[src/rtl/ldtsel_pkg.sv]
package ldtsel_pkg;
  localparam int ADDR_W = 32;
  localparam int SEL_W  = 16;
  localparam int REG_W  = 64;

  typedef enum logic [2:0] {
    MD_REAL = 3'd0, MD_V86 = 3'd1, MD_PROT = 3'd2, MD_COMPAT = 3'd3, MD_LONG = 3'd4
  } cpu_mode_e;

  typedef enum logic [2:0] {
    FLT_NONE = 3'd0, FLT_UD = 3'd1, FLT_GP = 3'd2, FLT_SS = 3'd3, FLT_AC = 3'd4
  } fault_e;

  localparam logic [2:0] SEG_ES = 3'd0;
  localparam logic [2:0] SEG_CS = 3'd1;
  localparam logic [2:0] SEG_SS = 3'd2;
  localparam logic [2:0] SEG_DS = 3'd3;
  localparam logic [2:0] SEG_FS = 3'd4;
  localparam logic [2:0] SEG_GS = 3'd5;

  // Selector placed in the low bits of a full-width register, rest cleared
  function automatic logic [REG_W-1:0] widen_sel(input logic [SEL_W-1:0] s);
    return {{(REG_W-SEL_W){1'b0}}, s};
  endfunction

  // Two-byte store ends past the limit when its last byte exceeds it
  function automatic logic beyond_limit(input logic [ADDR_W-1:0] ea,
                                        input logic [ADDR_W-1:0] lim);
    logic [ADDR_W:0] last;
    last = {1'b0, ea} + {{ADDR_W{1'b0}}, 1'b1};
    return last > {1'b0, lim};
  endfunction

  // Segments whose null selector is a fault when used for data access
  function automatic logic null_checked(input logic [2:0] seg);
    return (seg == SEG_DS) || (seg == SEG_ES) || (seg == SEG_FS) || (seg == SEG_GS);
  endfunction
endpackage

[src/rtl/ldtsel_decode.sv]
module ldtsel_decode
  import ldtsel_pkg::*;
(
  input  logic [7:0] op_byte0,
  input  logic [7:0] op_byte1,
  input  logic [7:0] modrm,
  input  logic       lock_pfx,
  input  logic [2:0] cpu_mode,
  output logic       match,
  output logic       is_reg,
  output logic       bad_mode,
  output logic       ud_hit
);
  always_comb begin
    match    = (op_byte0 == 8'h0F) && (op_byte1 == 8'h00) && (modrm[5:3] == 3'd0);
    is_reg   = (modrm[7:6] == 2'b11);
    bad_mode = !((cpu_mode == MD_PROT) || (cpu_mode == MD_COMPAT) || (cpu_mode == MD_LONG));
    ud_hit   = match && (lock_pfx || bad_mode);
  end
endmodule

[src/rtl/ldtsel_fault_chk.sv]
module ldtsel_fault_chk
  import ldtsel_pkg::*;
#(
  parameter int AW = ADDR_W
) (
  input  logic          match,
  input  logic          ud_hit,
  input  logic          is_reg,
  input  logic [2:0]    cpu_mode,
  input  logic [1:0]    cpl,
  input  logic          umip,
  input  logic          ac_en,
  input  logic [2:0]    seg_id,
  input  logic          seg_writable,
  input  logic          seg_null,
  input  logic [AW-1:0] seg_limit,
  input  logic [AW-1:0] eff_addr,
  input  logic          addr_canonical,
  output logic          umip_hit,
  output logic          seg_gp_hit,
  output logic          seg_ss_hit,
  output logic          ac_hit,
  output fault_e        fault
);
  logic mem_dst, long_md, over;

  always_comb begin
    mem_dst  = match && !is_reg;
    long_md  = (cpu_mode == MD_LONG);
    over     = beyond_limit(eff_addr, seg_limit);
    umip_hit = match && umip && (cpl != 2'd0);
    if (long_md) begin
      seg_gp_hit = mem_dst && !addr_canonical && (seg_id != SEG_SS);
      seg_ss_hit = mem_dst && !addr_canonical && (seg_id == SEG_SS);
    end else begin
      seg_gp_hit = mem_dst && (!seg_writable || (seg_null && null_checked(seg_id))
                               || (over && (seg_id != SEG_SS)));
      seg_ss_hit = mem_dst && over && (seg_id == SEG_SS);
    end
    ac_hit = mem_dst && ac_en && (cpl == 2'd3) && eff_addr[0];

    if      (ud_hit)     fault = FLT_UD;
    else if (umip_hit)   fault = FLT_GP;
    else if (seg_gp_hit) fault = FLT_GP;
    else if (seg_ss_hit) fault = FLT_SS;
    else if (ac_hit)     fault = FLT_AC;
    else                 fault = FLT_NONE;
  end
endmodule

[src/rtl/ldtsel_result.sv]
module ldtsel_result
  import ldtsel_pkg::*;
#(
  parameter int AW = ADDR_W
) (
  input  logic             match,
  input  logic             is_reg,
  input  fault_e           fault,
  input  logic [7:0]       modrm,
  input  logic             rex_b,
  input  logic [2:0]       cpu_mode,
  input  logic [1:0]       opnd_size,
  input  logic [AW-1:0]    eff_addr,
  input  logic [SEL_W-1:0] ldt_sel,
  output logic             reg_we,
  output logic [3:0]       reg_idx,
  output logic [1:0]       reg_width,
  output logic [REG_W-1:0] reg_data,
  output logic             mem_we,
  output logic [AW-1:0]    mem_addr,
  output logic [SEL_W-1:0] mem_data
);
  logic clean;

  always_comb begin
    clean     = match && (fault == FLT_NONE);
    reg_we    = clean && is_reg;
    mem_we    = clean && !is_reg;
    reg_idx   = '0;
    reg_width = '0;
    reg_data  = '0;
    mem_addr  = '0;
    mem_data  = '0;
    if (reg_we) begin
      reg_idx   = {rex_b && (cpu_mode == MD_LONG), modrm[2:0]};
      reg_width = (opnd_size == 2'd3) ? 2'd2 : opnd_size;
      reg_data  = widen_sel(ldt_sel);
    end
    if (mem_we) begin
      mem_addr = eff_addr;
      mem_data = ldt_sel;
    end
  end
endmodule

[src/rtl/ldtsel_store_unit.sv]
module ldtsel_store_unit
  import ldtsel_pkg::*;
#(
  parameter int AW = ADDR_W
) (
  input  logic             clk,
  input  logic             rst_n,
  input  logic             in_valid,
  input  logic [7:0]       op_byte0,
  input  logic [7:0]       op_byte1,
  input  logic [7:0]       modrm,
  input  logic             lock_pfx,
  input  logic             rex_b,
  input  logic [2:0]       cpu_mode,
  input  logic [1:0]       cpl,
  input  logic             umip,
  input  logic             ac_en,
  input  logic [1:0]       opnd_size,
  input  logic [2:0]       seg_id,
  input  logic             seg_writable,
  input  logic             seg_null,
  input  logic [AW-1:0]    seg_limit,
  input  logic [AW-1:0]    eff_addr,
  input  logic             addr_canonical,
  input  logic [SEL_W-1:0] ldt_sel,
  output logic             out_valid,
  output logic             insn_match,
  output logic             reg_we,
  output logic [3:0]       reg_idx,
  output logic [1:0]       reg_width,
  output logic [REG_W-1:0] reg_data,
  output logic             mem_we,
  output logic [AW-1:0]    mem_addr,
  output logic [SEL_W-1:0] mem_data,
  output logic [2:0]       fault_code
);
  logic             match_w, is_reg_w, bad_mode_w, ud_w;
  logic             umip_w, seg_gp_w, seg_ss_w, ac_w;
  fault_e           fault_w;
  logic             reg_we_w, mem_we_w;
  logic [3:0]       reg_idx_w;
  logic [1:0]       reg_width_w;
  logic [REG_W-1:0] reg_data_w;
  logic [AW-1:0]    mem_addr_w;
  logic [SEL_W-1:0] mem_data_w;

  ldtsel_decode u_dec (
    .op_byte0(op_byte0), .op_byte1(op_byte1), .modrm(modrm), .lock_pfx(lock_pfx),
    .cpu_mode(cpu_mode), .match(match_w), .is_reg(is_reg_w), .bad_mode(bad_mode_w),
    .ud_hit(ud_w)
  );

  ldtsel_fault_chk #(.AW(AW)) u_flt (
    .match(match_w), .ud_hit(ud_w), .is_reg(is_reg_w), .cpu_mode(cpu_mode), .cpl(cpl),
    .umip(umip), .ac_en(ac_en), .seg_id(seg_id), .seg_writable(seg_writable),
    .seg_null(seg_null), .seg_limit(seg_limit), .eff_addr(eff_addr),
    .addr_canonical(addr_canonical), .umip_hit(umip_w), .seg_gp_hit(seg_gp_w),
    .seg_ss_hit(seg_ss_w), .ac_hit(ac_w), .fault(fault_w)
  );

  ldtsel_result #(.AW(AW)) u_res (
    .match(match_w), .is_reg(is_reg_w), .fault(fault_w), .modrm(modrm), .rex_b(rex_b),
    .cpu_mode(cpu_mode), .opnd_size(opnd_size), .eff_addr(eff_addr), .ldt_sel(ldt_sel),
    .reg_we(reg_we_w), .reg_idx(reg_idx_w), .reg_width(reg_width_w), .reg_data(reg_data_w),
    .mem_we(mem_we_w), .mem_addr(mem_addr_w), .mem_data(mem_data_w)
  );

  always_ff @(posedge clk) begin
    if (!rst_n || !in_valid) begin
      out_valid  <= 1'b0;
      insn_match <= 1'b0;
      reg_we     <= 1'b0;
      reg_idx    <= '0;
      reg_width  <= '0;
      reg_data   <= '0;
      mem_we     <= 1'b0;
      mem_addr   <= '0;
      mem_data   <= '0;
      fault_code <= FLT_NONE;
    end else begin
      out_valid  <= 1'b1;
      insn_match <= match_w;
      reg_we     <= reg_we_w;
      reg_idx    <= reg_idx_w;
      reg_width  <= reg_width_w;
      reg_data   <= reg_data_w;
      mem_we     <= mem_we_w;
      mem_addr   <= mem_addr_w;
      mem_data   <= mem_data_w;
      fault_code <= fault_w;
    end
  end

  AST_LATENCY_ONE: assert property (@(posedge clk) disable iff (!rst_n)
    in_valid |=> out_valid);
  AST_IDLE_QUIET: assert property (@(posedge clk) disable iff (!rst_n)
    !in_valid |=> !out_valid);
  AST_FAULT_NO_WRITE: assert property (@(posedge clk) disable iff (!rst_n)
    (fault_code != 3'd0) |-> (!reg_we && !mem_we));
  AST_SINGLE_EFFECT: assert property (@(posedge clk) disable iff (!rst_n)
    $onehot0({reg_we, mem_we, fault_code != 3'd0}));
  AST_REG_ZEXT: assert property (@(posedge clk) disable iff (!rst_n)
    in_valid && reg_we_w |=> reg_data == {{(REG_W-SEL_W){1'b0}}, $past(ldt_sel)});
  AST_MEM_SEL16: assert property (@(posedge clk) disable iff (!rst_n)
    in_valid && mem_we_w |=> mem_data == $past(ldt_sel));
  AST_LOCK_UD: assert property (@(posedge clk) disable iff (!rst_n)
    in_valid && match_w && lock_pfx |=> fault_code == 3'd1);
  AST_MODE_UD: assert property (@(posedge clk) disable iff (!rst_n)
    in_valid && match_w && bad_mode_w |=> fault_code == 3'd1);
  AST_UMIP_GP: assert property (@(posedge clk) disable iff (!rst_n)
    in_valid && umip_w && !ud_w |=> fault_code == 3'd2);
  AST_NOMATCH_QUIET: assert property (@(posedge clk) disable iff (!rst_n)
    in_valid && !match_w |=> !reg_we && !mem_we && fault_code == 3'd0);
endmodule

[config.mk]
export PLATFORM = sky130hd
export DESIGN_NAME = ldtsel_store_unit
export DESIGN_NICKNAME = d
export VERILOG_FILES = /design/src/rtl/ldtsel_pkg.sv /design/src/rtl/ldtsel_decode.sv /design/src/rtl/ldtsel_fault_chk.sv /design/src/rtl/ldtsel_result.sv /design/src/rtl/ldtsel_store_unit.sv
export SDC_FILE = /design/constraint.sdc
export NUM_CORES = 1
export LEC_CHECK = 0
export BUFFER_PORTS_ARGS = -buffer_cell sky130_fd_sc_hd__buf_2
export CORE_UTILIZATION = 43
export CTS_BUF_LIST = sky130_fd_sc_hd__clkbuf_16
export CTS_CLUSTER_DIAMETER = 30
export DETAILED_ROUTE_END_ITERATION = 10
export PLACE_DENSITY = 0.8
export SYNTH_ARGS = -nofsm -noshare
export SYNTH_HDL_FRONTEND = slang
export SYNTH_SLANG_ARGS = --single-unit
[constraint.sdc]
create_clock -name clk -period 6.5 [get_ports clk]
set_input_delay 1.3 -clock clk [delete_from_list [all_inputs] [get_ports clk]]
set_output_delay 1.3 -clock clk [all_outputs]
set_load 0.05 [all_outputs]
Yosys cells after proc, flatten, opt, wreduce, memory -nomap -nowiden
Cells that the tools add are included.
Operators by class
  add/sub/neg operators: 1
  $lt $le $gt $ge: 1
  equal/unequal tests: 12
  mux-type cells: 9
  bitwise logic cells: 2
  reductions and logical operators: 44
Operators by type and width (number)
  $add 32x1->33 const B: 1
  $gt 33x32->1: 1
  $logic_and 1x1->1: 21
  $mux 3: 5
  $eq 3x2->1 const B: 4
  $eq 3x3->1 const B: 3
  $logic_not 3->1: 3
  $logic_or 1x1->1: 9
  $eq 8x4->1 const B: 1
  $logic_not 8->1: 1
  $eq 2x2->1 const B: 3
  $logic_not 1->1: 6
  $reduce_or 2->1: 2
  $mux 1: 3
  $ne 3x2->1 const B: 1
  $reduce_or 3->1: 1
  $mux 2: 1
  $not 1->1: 2
  $reduce_bool 2->1: 1
Word-level totals
  bits in registers: 125
  input port bits: 124
  output and inout port bits: 125
  logic and storage cells: 81

Longest topological paths before layout
  word-level depth: 17
  gate-level depth with buffers: 18
  gate-level depth less buffers: 15

Modules after synthesis
Synthesis repeated with hierarchy kept, for this count alone.
Second synthesis, totals
  cells, all modules: 690
  area, all modules: 6376.1 um^2
By module, submodules not included
  ldtsel_store_unit: instances 1, cells each 276, area an instance 3447.1 um^2, sequential area each 2502.4 um^2
  ldtsel_fault_chk: instances 1, cells each 241, area an instance 1627.8 um^2, sequential area each 0.0 um^2
  ldtsel_result: instances 1, cells each 160, area an instance 1193.6 um^2, sequential area each 0.0 um^2
  ldtsel_decode: instances 1, cells each 13, area an instance 107.6 um^2, sequential area each 0.0 um^2

Worst setup path before layout
Ideal clock, no wire load.
  kind: in2reg
  start point: input port eff_addr[2]
  end point: register mem_addr[0]
  setup time: 0.060 ns
  arrival: 4.407 ns
  required time: 6.440 ns
  setup slack: 2.033 ns
  stages on the path: 18
  buffers on the path: 3
  cells stage by stage: and4_4 > and4_1 > and3_1 > clkbuf_1 > nand3_1 > nor2_1 > nand4_1 > xnor2_1 > ha_1 > a21oi_1 > a21oi_1 > a211o_1 > a211o_2 > a31oi_1 > o21ba_4 > buf_6 > buf_8 > and3_1
Between the ends
  longest elaborated chain between the ends: 14
  elaborated cells on any way between the ends: 18
  classes of those cells: add/sub (1); order compare (1); mux (6); bitwise (1); reduce/logical (9)
Ends and longest elaborated chain
  start, declared: RTL line ldtsel_store_unit.sv:23  | input logic [AW-1:0] eff_addr,
  $add 32x1->33 (*): RTL line ldtsel_pkg.sv:30  | last = {1'b0, ea} + {{ADDR_W{1'b0}}, 1'b1};
  $gt 33x32->1 (*): RTL line ldtsel_pkg.sv:31  | return last > {1'b0, lim};
  $logic_and 1x1->1, on equally long branches: RTL line ldtsel_fault_chk.sv:38, ldtsel_fault_chk.sv:37
  $logic_and 1x1->1 / $logic_or 1x1->1 (equally long branches): RTL line ldtsel_fault_chk.sv:38, ldtsel_fault_chk.sv:37
  $mux 1 / $logic_and 1x1->1 (equally long branches): RTL line ldtsel_fault_chk.sv:32, ldtsel_fault_chk.sv:36
  $mux 3 / $mux 1 (equally long branches): RTL line ldtsel_fault_chk.sv:45, ldtsel_fault_chk.sv:32
  $mux 3 (*): RTL line ldtsel_fault_chk.sv:44  | else if (seg_gp_hit) fault = FLT_GP;
  $mux 3 (*): RTL line ldtsel_fault_chk.sv:43  | else if (umip_hit) fault = FLT_GP;
  $mux 3 (*): RTL line ldtsel_fault_chk.sv:42  | if (ud_hit) fault = FLT_UD;
  $logic_not 3->1 (*): RTL line ldtsel_result.sv:26  | clean = match && (fault == FLT_NONE);
  $logic_and 1x1->1 (*): RTL line ldtsel_result.sv:26
  $logic_and 1x1->1 (*): RTL line ldtsel_result.sv:28  | mem_we = clean && !is_reg;
  $not 1->1 (no line) (*)
  $reduce_or 2->1 (no line) (*)
  end signal, assigned: RTL line ldtsel_store_unit.sv:88  | mem_addr <= mem_addr_w;
  end, declared: RTL line ldtsel_store_unit.sv:33  | output logic [AW-1:0] mem_addr,
Mark *: on every way between the ends. The rest lies on a longest branch, timed or not.
A chain may end at the register's enable or synchronous reset.

Worst setup path after layout
  start point: input port eff_addr[2]
  end point: register mem_addr[2]
Between the ends
  longest elaborated chain between the ends: 14
  elaborated cells on any way between the ends: 18
  classes of those cells: add/sub (1); order compare (1); mux (6); bitwise (1); reduce/logical (9)
Ends and longest elaborated chain (RTL line)
  $add 32x1->33: ldtsel_pkg.sv:30
  $gt 33x32->1: ldtsel_pkg.sv:31
  $logic_and 1x1->1, on equally long branches: ldtsel_fault_chk.sv:38, ldtsel_fault_chk.sv:37
  $logic_and 1x1->1 / $logic_or 1x1->1 (equally long branches): ldtsel_fault_chk.sv:38, ldtsel_fault_chk.sv:37
  $mux 1 / $logic_and 1x1->1 (equally long branches): ldtsel_fault_chk.sv:32, ldtsel_fault_chk.sv:36
  $mux 3 / $mux 1 (equally long branches): ldtsel_fault_chk.sv:45, ldtsel_fault_chk.sv:32
  $mux 3: ldtsel_fault_chk.sv:44
  $mux 3: ldtsel_fault_chk.sv:43
  $mux 3: ldtsel_fault_chk.sv:42
  $logic_not 3->1: ldtsel_result.sv:26
  $logic_and 1x1->1: ldtsel_result.sv:26
  $logic_and 1x1->1: ldtsel_result.sv:28
  $not 1->1 (no line)
  $reduce_or 2->1 (no line)
Several ways; a longest one is shown, not always the timed one.

==> results.sh <==
export IMPL_synthesis_instances=452
export IMPL_slew_viol_final=0
export IMPL_synthesis_area_um2=4100
export IMPL_cp_data_required_time_ps=6780
export IMPL_wl_per_cell_um=13.0
export IMPL_drt_first_pass_iters=4
export IMPL_slowest_stage="o21ba_4"
export IMPL_ys_seq_area_frac=0.376
export IMPL_finalHoldViolCount=0
export IMPL_synth_cell_types=53
export IMPL_routed_via_density=4.74
export IMPL_seq_power_share=0.403
export IMPL_p_sw_mw=0.334
export IMPL_diodes=0
export IMPL_p_per_area_nw_per_um2=220
export IMPL_critical_path_max_fanout=49
export IMPL_cp_cell_sequence="buf_2, and4_4, and4_1, and3_1, nand3_1, nor2_1, nand4_1, xnor2_1, ha_1, a21oi_1, a21oi_1, a211o_1, a211o_2, a31oi_1, o21ba_4, and3_2"
export IMPL_post_cts_buffers=0
export IMPL_grt_busiest_layer="met2"
export IMPL_cts_sinks=77
export IMPL_fp_dieW_um=99.6
export IMPL_worst_slew_pin_slew_ps=1170
export IMPL_drv_cap=0
export IMPL_synth_area_per_cell_um2=9.07
export IMPL_port_buffers=200
export IMPL_core_um2=9240
export IMPL_htree_num_levels=3
export IMPL_drc=0
export IMPL_die_area_um2=9920
export IMPL_outcome="finished clean"
export IMPL_cts_hold_buf=0
export IMPL_place_ws_ps=1360
export IMPL_use_met2=0.382
export IMPL_synth_edff_count=0
export IMPL_hold_class="input port to flip-flop"
export IMPL_p_leak_nw=3.02
export IMPL_die_y_um=99.6
export IMPL_grt_max_degree=51
export IMPL_path_clk_slew_ps=70
export IMPL_num_rows=35
export IMPL_setup_violations=0
export IMPL_cp_arrival_ps=5060
export IMPL_critPathCaptureType="flip-flop"
export IMPL_comb_power_share=0.159
export IMPL_antenna_found_initial=0
export IMPL_p_int_mw=0.839
export IMPL_num_fill_cells=839
export IMPL_wirelength_mm=10.2
export IMPL_cpPeakStageDelay_ps=470
export IMPL_max_freq_mhz=209
export IMPL_tritoncts="yes"
export IMPL_grt_setup_unrepaired="no"
export IMPL_syn_to_final_growth_pct=30.0
export IMPL_initial_core_util=0.443
export IMPL_clkPwrFrac=0.439
export IMPL_vias=3716
export IMPL_overflow=0
export IMPL_nNetsFinal=807
export IMPL_critPathKind="input port to flip-flop"
export IMPL_use_met1=0.217
export IMPL_mostFrequentLayoutCells="buf_2, dfxtp_1, conb_1"
export IMPL_yosys_warnings=0
export IMPL_cts_root_buf="clkbuf_16"
export IMPL_relSlewSlack=0.215
export IMPL_synth_ff_type="dfxtp_1"
export IMPL_grt_usage=0.200
export IMPL_antenna_left=0
export IMPL_cts_max_path_buffers=2
export IMPL_drt_iter0_markers=79
export IMPL_grt_first_pass_wirelength_mm=15.6
export IMPL_drive_gt1_frac=0.362
export IMPL_crit_path_frequent_cell="a21oi_1"
export IMPL_cts_made_buffers=9
export IMPL_ios=249
export IMPL_post_route_period_util=0.736
export IMPL_met3_usage=0.0541
export IMPL_synth_seq_cells=77
export IMPL_async_reset_ff_frac=0
export IMPL_layout_min_cycle_time_ps=4790
export IMPL_irDropWorstVdd_mv=0.148
export IMPL_dp_hpwl_mm=8.19
export IMPL_gp_congestion=0.870
export IMPL_worst_slack_ps=1710
export IMPL_cts_resized=0
export IMPL_grt_pass1_vias=3389
export IMPL_final_common_cell="buf_2"
export IMPL_finalSetupTns_ps=0
export IMPL_cp_start_kind="input port"
export IMPL_swShare=0.285
-- state kept, by name (all words and copies together), names as in the netlist --
name	cells
fault_code	3
insn_match	1
reg_width	2
mem_data	16
mem_addr	32
mem_we	1
reg_idx	4
out_valid	1
reg_data	16
reg_we	1
-- final cells by class --
type                       count  area, um2  area share
clock buffer                   9        225      0.0423
clock inverter                 7       91.3      0.0171
inverter                      39        146      0.0275
multi-input combinational    322       2150       0.404
sequential                    77       1540       0.289
tap                          129        161      0.0303
timing repair buffer         201       1010       0.189
-- final timing paths --
| kind | slack [ps] | from | to | cells after the start |
|---|---|---|---|---|
| min | 1170 | modrm[0] | reg_idx[0] | 2 |
| max | 1710 | eff_addr[2] | mem_addr[2] | 16 |
-- critical path, delay by kind of cell --
family / cells / cell delay (ps)
adders and majority gates: 1 / 310
AOI/OAI and AO/OA: 6 / 1490
xor gates and xnor gates: 1 / 150
buffers and inverters: 1 / 140
and+or+nand+nor: 7 / 1670
-- stage by stage --
step                hold slack (ps)  utilization  instance area (um2)  total power [mW]  std cells
global route                   1170        0.577                 5330              1.22        784
detailed placement             1510        0.542                 5010             0.667        768
global placement               1500        0.542                 5010             0.663        768
finish                         1170        0.577                 5330              1.17        784
floorplan                      1420            -                 4270             0.625        499
CTS                            1160        0.577                 5330              1.18        784
-- routing by layer --
metal	part of all wire	wire length, um
met5	0	0
met4	0.0091	93
met3	0.078	790
met2	0.51	5220
met1	0.40	4070
-- cells by family (layout without fill, tap and decap cells) --
| kind of cell | after synthesis | after routing | share of synthesized area |
|---|---|---|---|
| simple gates | 175 | 175 | 0.257 |
| flops | 77 | 77 | 0.376 |
| fa+ha+maj | 33 | 33 | 0.101 |
| other cells | 1 | 48 | 0.000915 |
| buf+inv | 100 | 256 | 0.141 |
| compound gates | 35 | 35 | 0.0577 |
| xor+xnor | 31 | 31 | 0.0663 |
-- power by group through the flow --
stage | clock [mW] | sequential, mW | combinational [mW]
6_report | 0.515 | 0.472 | 0.186
5_1_grt | 0.545 | 0.472 | 0.203
4_1_cts | 0.524 | 0.472 | 0.185
3_5_place_dp | 0 | 0.483 | 0.185
3_3_place_gp | 0 | 0.483 | 0.180
2_1_floorplan | 0 | 0.484 | 0.142
-- synth_stat cells, types with 2 or more instances --
| master | number | area (um2) |
|---|---|---|
| nand2b_1 | 2 | 12.5 |
| and3_1 | 45 | 282 |
| nand2_1 | 21 | 78.8 |
| nor2_1 | 16 | 60.1 |
| inv_1 | 39 | 146 |
| and3_2 | 9 | 67.6 |
| o21a_1 | 2 | 15.0 |
| clkbuf_1 | 8 | 30.0 |
| nor3_1 | 4 | 20.0 |
| o21ai_0 | 2 | 10.0 |
| o221ai_1 | 2 | 17.5 |
| nand3b_1 | 2 | 15.0 |
| xnor2_1 | 23 | 201 |
| nand4_1 | 15 | 93.8 |
| nand3_1 | 17 | 85.1 |
| ha_1 | 33 | 413 |
| and2_1 | 23 | 144 |
| xor2_1 | 8 | 70.1 |
| nor4_1 | 4 | 25.0 |
| and4_1 | 2 | 17.5 |
| clkbuf_2 | 3 | 15.0 |
| buf_4 | 48 | 360 |
| dfxtp_1 | 77 | 1540 |
| a21oi_1 | 18 | 90.1 |
Power figures use the tool's default switching activity.
